--- config.mk ---
export PLATFORM = sky130hd
export DESIGN_NAME = pair_codec
export DESIGN_NICKNAME = d
export VERILOG_FILES = /design/src/rtl/pair_codec_pkg.sv /design/src/rtl/pair_packer.sv /design/src/rtl/pair_unpacker.sv /design/src/rtl/pair_codec.sv
export SDC_FILE = /design/constraint.sdc
export NUM_CORES = 1
export LEC_CHECK = 0
export CAP_MARGIN = 20
export CELL_PAD_IN_SITES_DETAIL_PLACEMENT = 1
export CELL_PAD_IN_SITES_GLOBAL_PLACEMENT = 2
export CORE_MARGIN = 5
export CORE_UTILIZATION = 26
export DETAILED_ROUTE_END_ITERATION = 6
export PLACE_DENSITY = 0.67
export SYNTH_ARGS = -nofsm -noshare
export SYNTH_HDL_FRONTEND = slang
export SYNTH_SLANG_ARGS = --single-unit
--- constraint.sdc ---
create_clock -name clk -period 2.4 [get_ports clk]
set_clock_uncertainty 0.2 [all_clocks]
set_input_delay 0.36 -clock clk [delete_from_list [all_inputs] [get_ports clk]]
set_output_delay 0.36 -clock clk [all_outputs]
set_load 0.02 [all_outputs]
--- src/rtl/pair_codec_pkg.sv ---
package pair_codec_pkg;
   // Position of the repeat marker inside a coded byte.
   localparam int MARK_POS = 0;

   typedef enum logic [0:0] {
      UP_PASS   = 1'b0,
      UP_SECOND = 1'b1
   } up_state_e;
endpackage

--- src/rtl/pair_packer.sv ---
module pair_packer #(
   parameter int W = 8
) (
   input  logic         clk,
   input  logic         rst_n,
   input  logic         in_valid,
   output logic         in_ready,
   input  logic [W-1:0] in_data,
   input  logic         in_last,
   output logic         out_valid,
   input  logic         out_ready,
   output logic [W-1:0] out_data,
   output logic         out_last
);
   localparam int GW = W - 1;

   generate
      if (W < 2) begin : g_width_check
         $error("pair_packer: W must leave room for the marker bit");
      end
   endgenerate

   logic          held_vld;
   logic [GW-1:0] held_gray;
   logic          held_end;
   logic          slot_free;
   logic          take;
   logic          flush;
   logic          same;
   logic [GW-1:0] in_gray;

   assign in_gray   = in_data[W-1:1];
   assign slot_free = !out_valid || out_ready;
   assign flush     = held_vld && held_end && slot_free;
   assign in_ready  = slot_free && !(held_vld && held_end);
   assign take      = in_valid && in_ready;
   assign same      = held_vld && (in_gray == held_gray);

   always_ff @(posedge clk or negedge rst_n) begin
      if (!rst_n) begin
         held_vld  <= 1'b0;
         held_gray <= '0;
         held_end  <= 1'b0;
         out_valid <= 1'b0;
         out_data  <= '0;
         out_last  <= 1'b0;
      end else begin
         if (out_valid && out_ready) out_valid <= 1'b0;
         if (flush) begin
            out_valid <= 1'b1;
            out_data  <= {held_gray, 1'b0};
            out_last  <= 1'b1;
            held_vld  <= 1'b0;
            held_end  <= 1'b0;
         end else if (take) begin
            if (!held_vld) begin
               if (in_last) begin
                  out_valid <= 1'b1;
                  out_data  <= {in_gray, 1'b0};
                  out_last  <= 1'b1;
               end else begin
                  held_vld  <= 1'b1;
                  held_gray <= in_gray;
                  held_end  <= 1'b0;
               end
            end else if (same) begin
               out_valid <= 1'b1;
               out_data  <= {held_gray, 1'b1};
               out_last  <= in_last;
               held_vld  <= 1'b0;
            end else begin
               out_valid <= 1'b1;
               out_data  <= {held_gray, 1'b0};
               out_last  <= 1'b0;
               held_gray <= in_gray;
               held_end  <= in_last;
            end
         end
      end
   end
endmodule

--- src/rtl/pair_unpacker.sv ---
module pair_unpacker
   import pair_codec_pkg::*;
#(
   parameter int W = 8
) (
   input  logic         clk,
   input  logic         rst_n,
   input  logic         in_valid,
   output logic         in_ready,
   input  logic [W-1:0] in_data,
   input  logic         in_last,
   output logic         out_valid,
   input  logic         out_ready,
   output logic [W-1:0] out_data,
   output logic         out_last
);
   localparam int GW = W - 1;

   generate
      if (W < 2) begin : g_width_check
         $error("pair_unpacker: W must leave room for the marker bit");
      end
   endgenerate

   up_state_e     state;
   logic [GW-1:0] rep_gray;
   logic          rep_end;
   logic          slot_free;
   logic          take;
   logic          marked;

   assign slot_free = !out_valid || out_ready;
   assign in_ready  = slot_free && (state == UP_PASS);
   assign take      = in_valid && in_ready;
   assign marked    = in_data[MARK_POS];

   always_ff @(posedge clk or negedge rst_n) begin
      if (!rst_n) begin
         state     <= UP_PASS;
         rep_gray  <= '0;
         rep_end   <= 1'b0;
         out_valid <= 1'b0;
         out_data  <= '0;
         out_last  <= 1'b0;
      end else begin
         if (out_valid && out_ready) out_valid <= 1'b0;
         if (state == UP_SECOND && slot_free) begin
            out_valid <= 1'b1;
            out_data  <= {rep_gray, 1'b0};
            out_last  <= rep_end;
            state     <= UP_PASS;
         end else if (take) begin
            out_valid <= 1'b1;
            out_data  <= {in_data[W-1:1], 1'b0};
            out_last  <= in_last && !marked;
            if (marked) begin
               state    <= UP_SECOND;
               rep_gray <= in_data[W-1:1];
               rep_end  <= in_last;
            end
         end
      end
   end
endmodule

--- src/rtl/pair_codec.sv ---
module pair_codec #(
   parameter int W = 8
) (
   input  logic         clk,
   input  logic         rst_n,
   input  logic         pk_in_valid,
   output logic         pk_in_ready,
   input  logic [W-1:0] pk_in_data,
   input  logic         pk_in_last,
   output logic         pk_out_valid,
   input  logic         pk_out_ready,
   output logic [W-1:0] pk_out_data,
   output logic         pk_out_last,
   input  logic         up_in_valid,
   output logic         up_in_ready,
   input  logic [W-1:0] up_in_data,
   input  logic         up_in_last,
   output logic         up_out_valid,
   input  logic         up_out_ready,
   output logic [W-1:0] up_out_data,
   output logic         up_out_last
);
   pair_packer #(.W(W)) u_pack (
      .clk       (clk),
      .rst_n     (rst_n),
      .in_valid  (pk_in_valid),
      .in_ready  (pk_in_ready),
      .in_data   (pk_in_data),
      .in_last   (pk_in_last),
      .out_valid (pk_out_valid),
      .out_ready (pk_out_ready),
      .out_data  (pk_out_data),
      .out_last  (pk_out_last)
   );

   pair_unpacker #(.W(W)) u_unpack (
      .clk       (clk),
      .rst_n     (rst_n),
      .in_valid  (up_in_valid),
      .in_ready  (up_in_ready),
      .in_data   (up_in_data),
      .in_last   (up_in_last),
      .out_valid (up_out_valid),
      .out_ready (up_out_ready),
      .out_data  (up_out_data),
      .out_last  (up_out_last)
   );
endmodule

==> summary.md, run 1 <==
The run finished with clean final reports. The tools report the number of global-route vias before repair as 1456. After floorplanning, the core was divided into 29 placement rows.

Sequential elements use 53.78% of the synthesized area. Sorting the synthesized cells by area gives the leading types as dfrtp_1 (54%), mux2i_1 (9.3%), mux2_4 (6.1%). The logs give 5 for the number of buffers created by CTS and 1722 µm² for the summed instance area of the synthesized netlist.

The commonest cells after synthesis are dfrtp_1 (37), mux2i_1 (16), o21ai_0 (12), nand2_1 (11). 46 I/O pins were placed. The switching part of the total was 34.07%. The critical path is of the input port to output pin type. Setup repair after global routing left no endpoint under its margin. At the worst endpoint, the required time is 1.84 ns.

For the number of optimization iterations in the first detailed-route pass, the log shows 2. The delay of the slowest cell on the worst path is 0.60 ns, and the horizontal extent of the die is 91.38 µm. Of the post-synthesis cell area, the dominant cell type holds 53.78%.

The logs give 21.1% for the clock network power share and 1261 for the total via count after detailed routing. Global routing finished with a remaining overflow of 0. The final count of pins violating max slew is 0, and the maximum resistive drop on vdd is 0.0005303 V.

Area of the die: 8349 µm². Wires add up to 4.218 mm. The worst setup path is captured at an output pin. Max-cap violations in this run came to 0. The share of post-route cells with drive strength above 1 is 18.37%.

In this run the standard cell core region covers 6386 µm². Entering global routing, the biggest net connects 38 pins. TritonCTS built the clock tree. After routing, the total negative slack on setup checks comes to 0 ns.

Vertical die dimension: 91.38 µm. Port buffering added 43 buffers. For the worst setup path, the data arrival time is 1.75 ns. The wire length of the first global-routing pass is 7.355 mm. In this design, the critical path's most frequently occurring cell is clkdlybuf4s50_1. The run gives 0 as the number of antenna violations at the first check in global routing. After the last flow step, the layout net total stands at 219. The average instance in the mapped netlist occupies 12.04 µm².

Sequential cells burn 38.3% of the power. Summing all flip-flop and latch instances after layout gives 925.9 µm². Relative to the synthesized area, the layout overhead comes to 38.59%.

For the pin with the worst max-slew slack, the measured transition is 0.8417 ns. The largest total area in the synthesized netlist belongs to dfrtp_1. The tightest min-delay check is of the flip-flop to flip-flop type. The most common cell in the synthesized netlist is dfrtp_1.

The async set-reset flop share out of synthesis was 100.0%; the final routed DRC violation total was 0. The worst pin sits at a relative slew slack of 43.89%. The multi-input combinational cells in the finished layout cover a total of 754.5 µm².

For this design the ratio of total power to cell area is 1087 nW/µm². Clock-pin slew was measured on the worst setup and hold paths at 0.08 ns. Counting the fill cells in the layout gives 704. The kind of cell with the highest combined delay along the critical path is buffers and inverters. Static timing analysis puts the maximum clock frequency at 433.0 MHz. The logs give 0 for the number of diodes and 37 for the number of sinks on the clock net. Detailed-route wire length per cell: 15.45 µm.

The worst-skew pair later-pin latency is 0.29 ns, and the internal power is 1.710 mW. At the end of routability-driven placement, the weighted congestion stood at 0.7344. Detailed placement ended at an HPWL of 3.186 mm. The vias per cell was 4.619; the count of distinct cell types in the synthesized netlist was 32. At the end of the flow the core is filled with cells to 37.36%. The worst-path cell with the longest stage delay is clkdlybuf4s50_1. Counting both buffers and inverters, the worst setup path holds a total of 2.

For this run, the leading register cell type out of synthesis is dfrtp_1. Setup violations remaining at the end of the flow were counted as 0. The number of nets in the synthesized netlist is 167. The routed design could run at a clock period as short as 2.309 ns. Clock tree synthesis selected as its root buffer the cell clkbuf_8.

Across every metal layer, demand over resource in global routing totals 10.91%. Traced cell by cell, the critical path runs through clkdlybuf4s50_1, nand2b_1, and2b_1, clkdlybuf4s50_1. The Yosys step of the flow raised 0 warnings. The standby leakage power was 1.046 nW.

Combinational logic burns 40.6% of the power. For this configuration, the core starts out at a cell density of 26.96%. The top fanout value on the critical path was 4; the H-tree depth reported by CTS was 2.

The synthesized design contains 37 register bits. The detail route stage leaves a number of antenna-violating nets equal to 0. Net switching power: 0.8836 mW. The number of enable-type register cells in the synthesized netlist works out to 0. The number of endpoints with negative hold slack in the final report was 0.

The worst setup path is launched from an input port. The clock tree buffer depth was 2; the period utilization was 96.23%. After technology mapping, the gate count stands at 143. The detailed router finished its first iteration with 16 violations.
[cells by family after synthesis]
kind of cell	share of synthesized area (%)
buf+inv	2.398
mux	21.29
flops	53.78
xor+xnor	3.561
simple gates	8.866
compound gates	9.884
other cells	0.2178
[flip-flops by register name (all words and copies together), names as in the netlist]
name	count
u_pack.out_data	8
u_pack.held_gray	7
u_unpack.out_data	7
u_unpack.rep_gray	7
u_pack.held_end	1
u_pack.held_vld	1
u_pack.out_last	1
u_pack.out_valid	1
u_unpack.out_last	1
u_unpack.out_valid	1
u_unpack.rep_end	1
u_unpack.state	1
[routing by layer]
layer  GRT usage, %  up-vias  wire length, µm  share of wire [%]
met5              0        -                0                  0
met4          3.301        0               32               0.76
met3          4.876        4              311                7.4
met2          17.73       38             2069                 49
met1          12.97      617             1805                 43
li1               -      602                -                  -
[through the flow]
stage | std cells | power (mW) | hold WS, ns | instance area (µm²) | worst slack, ns
after floorplan | 143 | 1.632 | -0.1356 | 1722 | 0.3567
after global placement | 264 | 2.034 | 0.2599 | 2258 | 0.07880
after detailed placement | 264 | 2.077 | 0.2787 | 2258 | 0.03810
after CTS | 273 | 2.652 | 0.2980 | 2384 | 0.07071
after global routing | 273 | 2.777 | 0.3195 | 2386 | 0.04107
final | 273 | 2.594 | 0.2901 | 2386 | 0.09058
[placed cells by master (no fill, tap or decap), types with 2 or more instances in the layout]
cell | synthesis | routed
nand2b_1 | 3 | 3
xnor2_1 | 7 | 7
mux2i_1 | 16 | 16
nand2_1 | 11 | 11
mux2_2 | 9 | 9
o21ai_0 | 12 | 12
dfrtp_1 | 37 | 37
nor2_1 | 8 | 8
clkdlybuf4s50_1 | 0 | 41
buf_4 | 1 | 7
a21oi_1 | 9 | 9
clkbuf_8 | 0 | 5
nor2b_1 | 2 | 2
mux2_4 | 7 | 7
[cell type report]
cell class,instances,share of cell area [%]
flip-flops and latches,37,38.80
clock buffers,5,2.884
multi-input cells,99,31.62
repair buffers,51,20.56
clock inverters,3,1.940
inverters,1,0.1573
well taps,77,4.038
[worst paths after layout]
path	slack, ns	start	cells past startpoint	end
max	0.09	up_out_ready	4	up_in_ready
min	0.29	u_unpack.out_data[1]	2	u_unpack.out_data[1]
max reg2reg	0.44	u_pack.out_valid	5	u_pack.held_gray[3]
min reg2reg	0.29	u_unpack.out_data[1]	2	u_unpack.out_data[1]
max in group asynchronous	0.96	rst_n	2	u_unpack.rep_gray[5]
min in group asynchronous	0.51	rst_n	2	u_unpack.out_data[5]
[power by group through the flow]
stage | clock network [mW] | logic [mW] | registers, mW
floorplan | 0 | 0.536 | 1.10
global placement | 0 | 1.04 | 0.991
detailed placement | 0 | 1.07 | 1.01
CTS | 0.577 | 1.08 | 0.998
global route | 0.607 | 1.14 | 1.03
finish | 0.547 | 1.05 | 0.994
[tightest hold or removal path: stages, from the launching register on]
cell,delay [ns]
dfrtp_1,0.35
nand2_1,0.05
o21ai_0,0.06
[repair_timing]
| item | 4_1_cts | 5_1_grt |
|---|---|---|
| hold buffers | 1 | 0 |
| setup buffers | 0 | 0 |
| setup endpoints to repair | 0 | 1 |
| hold endpoints to repair | 36 | 0 |
| resized for setup | 0 | 1 |
No activity file was read; power rests on OpenSTA's default activity.
==> run 2, diff against run 1 <==
ABC_AREA = 0   (was default)
SKIP_CTS_REPAIR_TIMING = 1   (was default)
==> run 2 against run 1 <==
The run now ends with negative hold slack left. First-iteration DRC count stayed put. Worst hold slack worse by 0.32 ns. Maximum frequency did not move. Critical path type unchanged. Largest power group unchanged. Highest routed layer unchanged.
==> summary.md, run 2 (synthesized netlist as in run 1, its figures left out) <==
The number of cells on the worst reg-to-reg path was 5 (unchanged). The run gives 0 (unchanged) as the antenna violation net count after detailed routing. TritonCTS built the clock tree. The run gives 6386 µm² (unchanged) as the core outline area. For the number of sinks on the clock net, the log shows 37 (unchanged).

Leaving out fill and tap cells, the most frequent cells in the layout are clkdlybuf4s50_1 (41), dfrtp_1 (37), mux2i_1 (16). The tools report the highest attainable clock frequency as 433.0 MHz (unchanged). Top fanout value on the critical path: 4 (unchanged). The starting DRC count in detailed routing was 16 (unchanged).

The tools report the clock tree buffer depth as 2 (unchanged). The total of max-cap violations came out at 0 (unchanged). The vias per cell came out at 4.632 (+0.29%). The total half-perimeter wirelength after legalization and detailed placement came out at 3.186 mm (unchanged).

The run gives 0 (unchanged) as the number of antenna violations at the first check in global routing. The remaining max-slew budget at the tightest pin came out at 43.91% (about the same). CTS placed an instance of clkbuf_8 at the clock tree root. The detailed-route wire length per cell was 15.49 µm (+0.22%); the period utilization was 96.23% (unchanged). The run finished, with violations left. Worst-skew pair later-pin latency: 0.29 ns (about the same).

The tools report the number of diodes as 0 (unchanged). The kind of end point of the critical path was an output pin. The critical path's top delay family is buffers and inverters. The run gives 264 (unchanged) as the cell count after placement.

u_pack.out_data holds more flip-flops than any other register. The final count of pins violating max slew is 0 (unchanged), and the clock transition time at the flip-flop clock pins of the worst setup and hold paths is 0.08 ns (about the same). Counting stages on the worst path, the most repeated cell is clkdlybuf4s50_1.

For the data arrival time of the worst path, the log shows 1.75 ns (about the same). The min-delay analysis places its worst path in the category input port to asynchronous set/reset pin. The final non-filler cell total is 272 (-0.37%). Setup repair after global routing left no endpoint under its margin. The final global-route overflow total is 0 (unchanged), and the post-route worst hold slack is -0.03099 ns (-0.3211 ns). Maximum resistive drop on vdd: 0.0005303 V (about the same).

The critical path is of the input port to output pin type. The run gives 2.592 mW (about the same) as the total power draw. The checks that failed: negative hold slack. The number of optimization iterations in the first detailed-route pass was 2 (unchanged); the vertical die dimension was 91.38 µm (unchanged).

The number of nets in the finished design was 218 (-0.46%). The power per cell area is 1091 nW/µm² (+0.37%), and the number of endpoints with negative hold slack in the final report is 37 (+37). The run gives 8349 µm² (unchanged) as the area of the die. The number of inserted filler cells in the final layout was 704 (unchanged).

The worst-path cell with the longest stage delay is clkdlybuf4s50_1. The flip-flop count of the largest register, all copies and words added was 8 (unchanged); the horizontal extent of the die was 91.38 µm (unchanged). The number of buffers and inverters on the critical path is 2 (unchanged), and the count of buffers inserted at the top-level ports is 43 (unchanged). The tools report the number of global-route vias before repair as 1453 (-0.21%). The library cell used most frequently in the layout, excluding fill and tap cells, is clkdlybuf4s50_1. The run gives 5 (unchanged) as the number of buffers created by CTS.

The transition time at the pin with the least slew margin works out to 0.8413 ns (-0.0003935 ns). The total routing usage reported by global routing is 10.90% (-0.017 points). From synthesis to final layout, the design area changed by 38.01%. The tools report the initial standard-cell utilization of the core as 26.96% (unchanged). The tools report the number of top-level design ports as 46 (unchanged). The delay of the slowest cell on the worst path works out to 0.60 ns (about the same). The minimum clock period is 2.309 ns (unchanged). For the H-tree depth reported by CTS, the log shows 2 (unchanged). The total routed wirelength came out at 4.212 mm (-0.14%).

STA classifies the critical path startpoint as an input port. The total via count after detailed routing is 1260 (-0.079%), and the wire length of the first global-routing pass is 7.341 mm (-0.19%). The data required time of the worst path was 1.84 ns (about the same). The row count came out at 29 (unchanged).

The tools report the count of final setup violators as 0 (unchanged). The final routed DRC violation total came out at 0 (unchanged). Sum of negative setup slack: 0 ns (unchanged). The standby leakage power is 1.042 nW (-0.40%), and the largest net degree at the start of global routing is 38 (unchanged). Share of post-route cells with drive strength above 1: 18.46% (+0.094 points). The total stage count of the critical path is 4 (unchanged). The run gives 0.7344 (unchanged) as the placer congestion estimate. The signal on the critical path passes through clkdlybuf4s50_1, nand2b_1, and2b_1, clkdlybuf4s50_1.
run 2: changes by cell type in the layout (fill, tap and decap cells not counted), sizes merged:
| cell | before | now |
|---|---|---|
| dlygate4sd3 | 1 | 0 |
run 2: final timing paths:
path                                             end  slack (ns)                  from
worst max-delay path                     up_in_ready        0.09          up_out_ready
worst min-delay path            u_unpack.out_data[5]       -0.03                 rst_n
worst max register to register   u_pack.held_gray[3]        0.44      u_pack.out_valid
worst min register to register  u_unpack.out_data[1]        0.29  u_unpack.out_data[1]
max in group asynchronous       u_unpack.rep_gray[5]        1.50                 rst_n
min in group clk                u_unpack.out_data[1]        0.29  u_unpack.out_data[1]
run 2: per-layer routing:
layer	vias to the layer above	wire length, µm	share of wire, %	GRT usage, %
met1	618	1809	43	12.97
li1	600	-	-	-
met4	0	32	0.76	3.301
met5	-	0	0	0
met2	38	2066	49	17.73
met3	4	304	7.2	4.793
run 2: final cells by class:
cell class                 count  area, µm²  area share (%)
tap                           77      96.34           4.055
clock inverter                 3      46.29           1.948
timing repair buffer          50      480.5           20.22
clock buffer                   5      68.82           2.896
multi-input combinational     99      754.5           31.75
sequential                    37      925.9           38.97
inverter                       1      3.754          0.1580
run 2: report_power, final:
| part | internal (mW) | switching (mW) |
|---|---|---|
| Sequential | 0.839 | 0.155 |
| Clock | 0.311 | 0.236 |
| Combinational | 0.559 | 0.492 |
| Total | 1.71 | 0.883 |
run 2: per-stage QoR:
stage,hold WS (ns),cell area [µm²],worst slack (ns),util [%]
2_1_floorplan,-0.1356,1722,0.3567,-
3_3_place_gp,0.2599,2258,0.07880,35.36
3_5_place_dp,0.2787,2258,0.03810,35.36
4_1_cts,-0.01186,2374,0.07071,37.17
5_1_grt,0.04214,2376,0.04107,37.21
6_report,-0.03099,2376,0.09058,37.21
==> run 3, diff against run 2 <==
HOLD_SLACK_MARGIN = 0.1   (was default)
==> results of run 3 <==
No change in the layout: final DEF, timing and power equal those of run 1.
Main changes from that run: wire length of the first global-routing pass 7355 µm -> 7341 µm; via count of the first global-routing pass 1456 -> 1453; overall routing resource usage 10.91% -> 10.90%; met3 usage 4.876% -> 4.793%
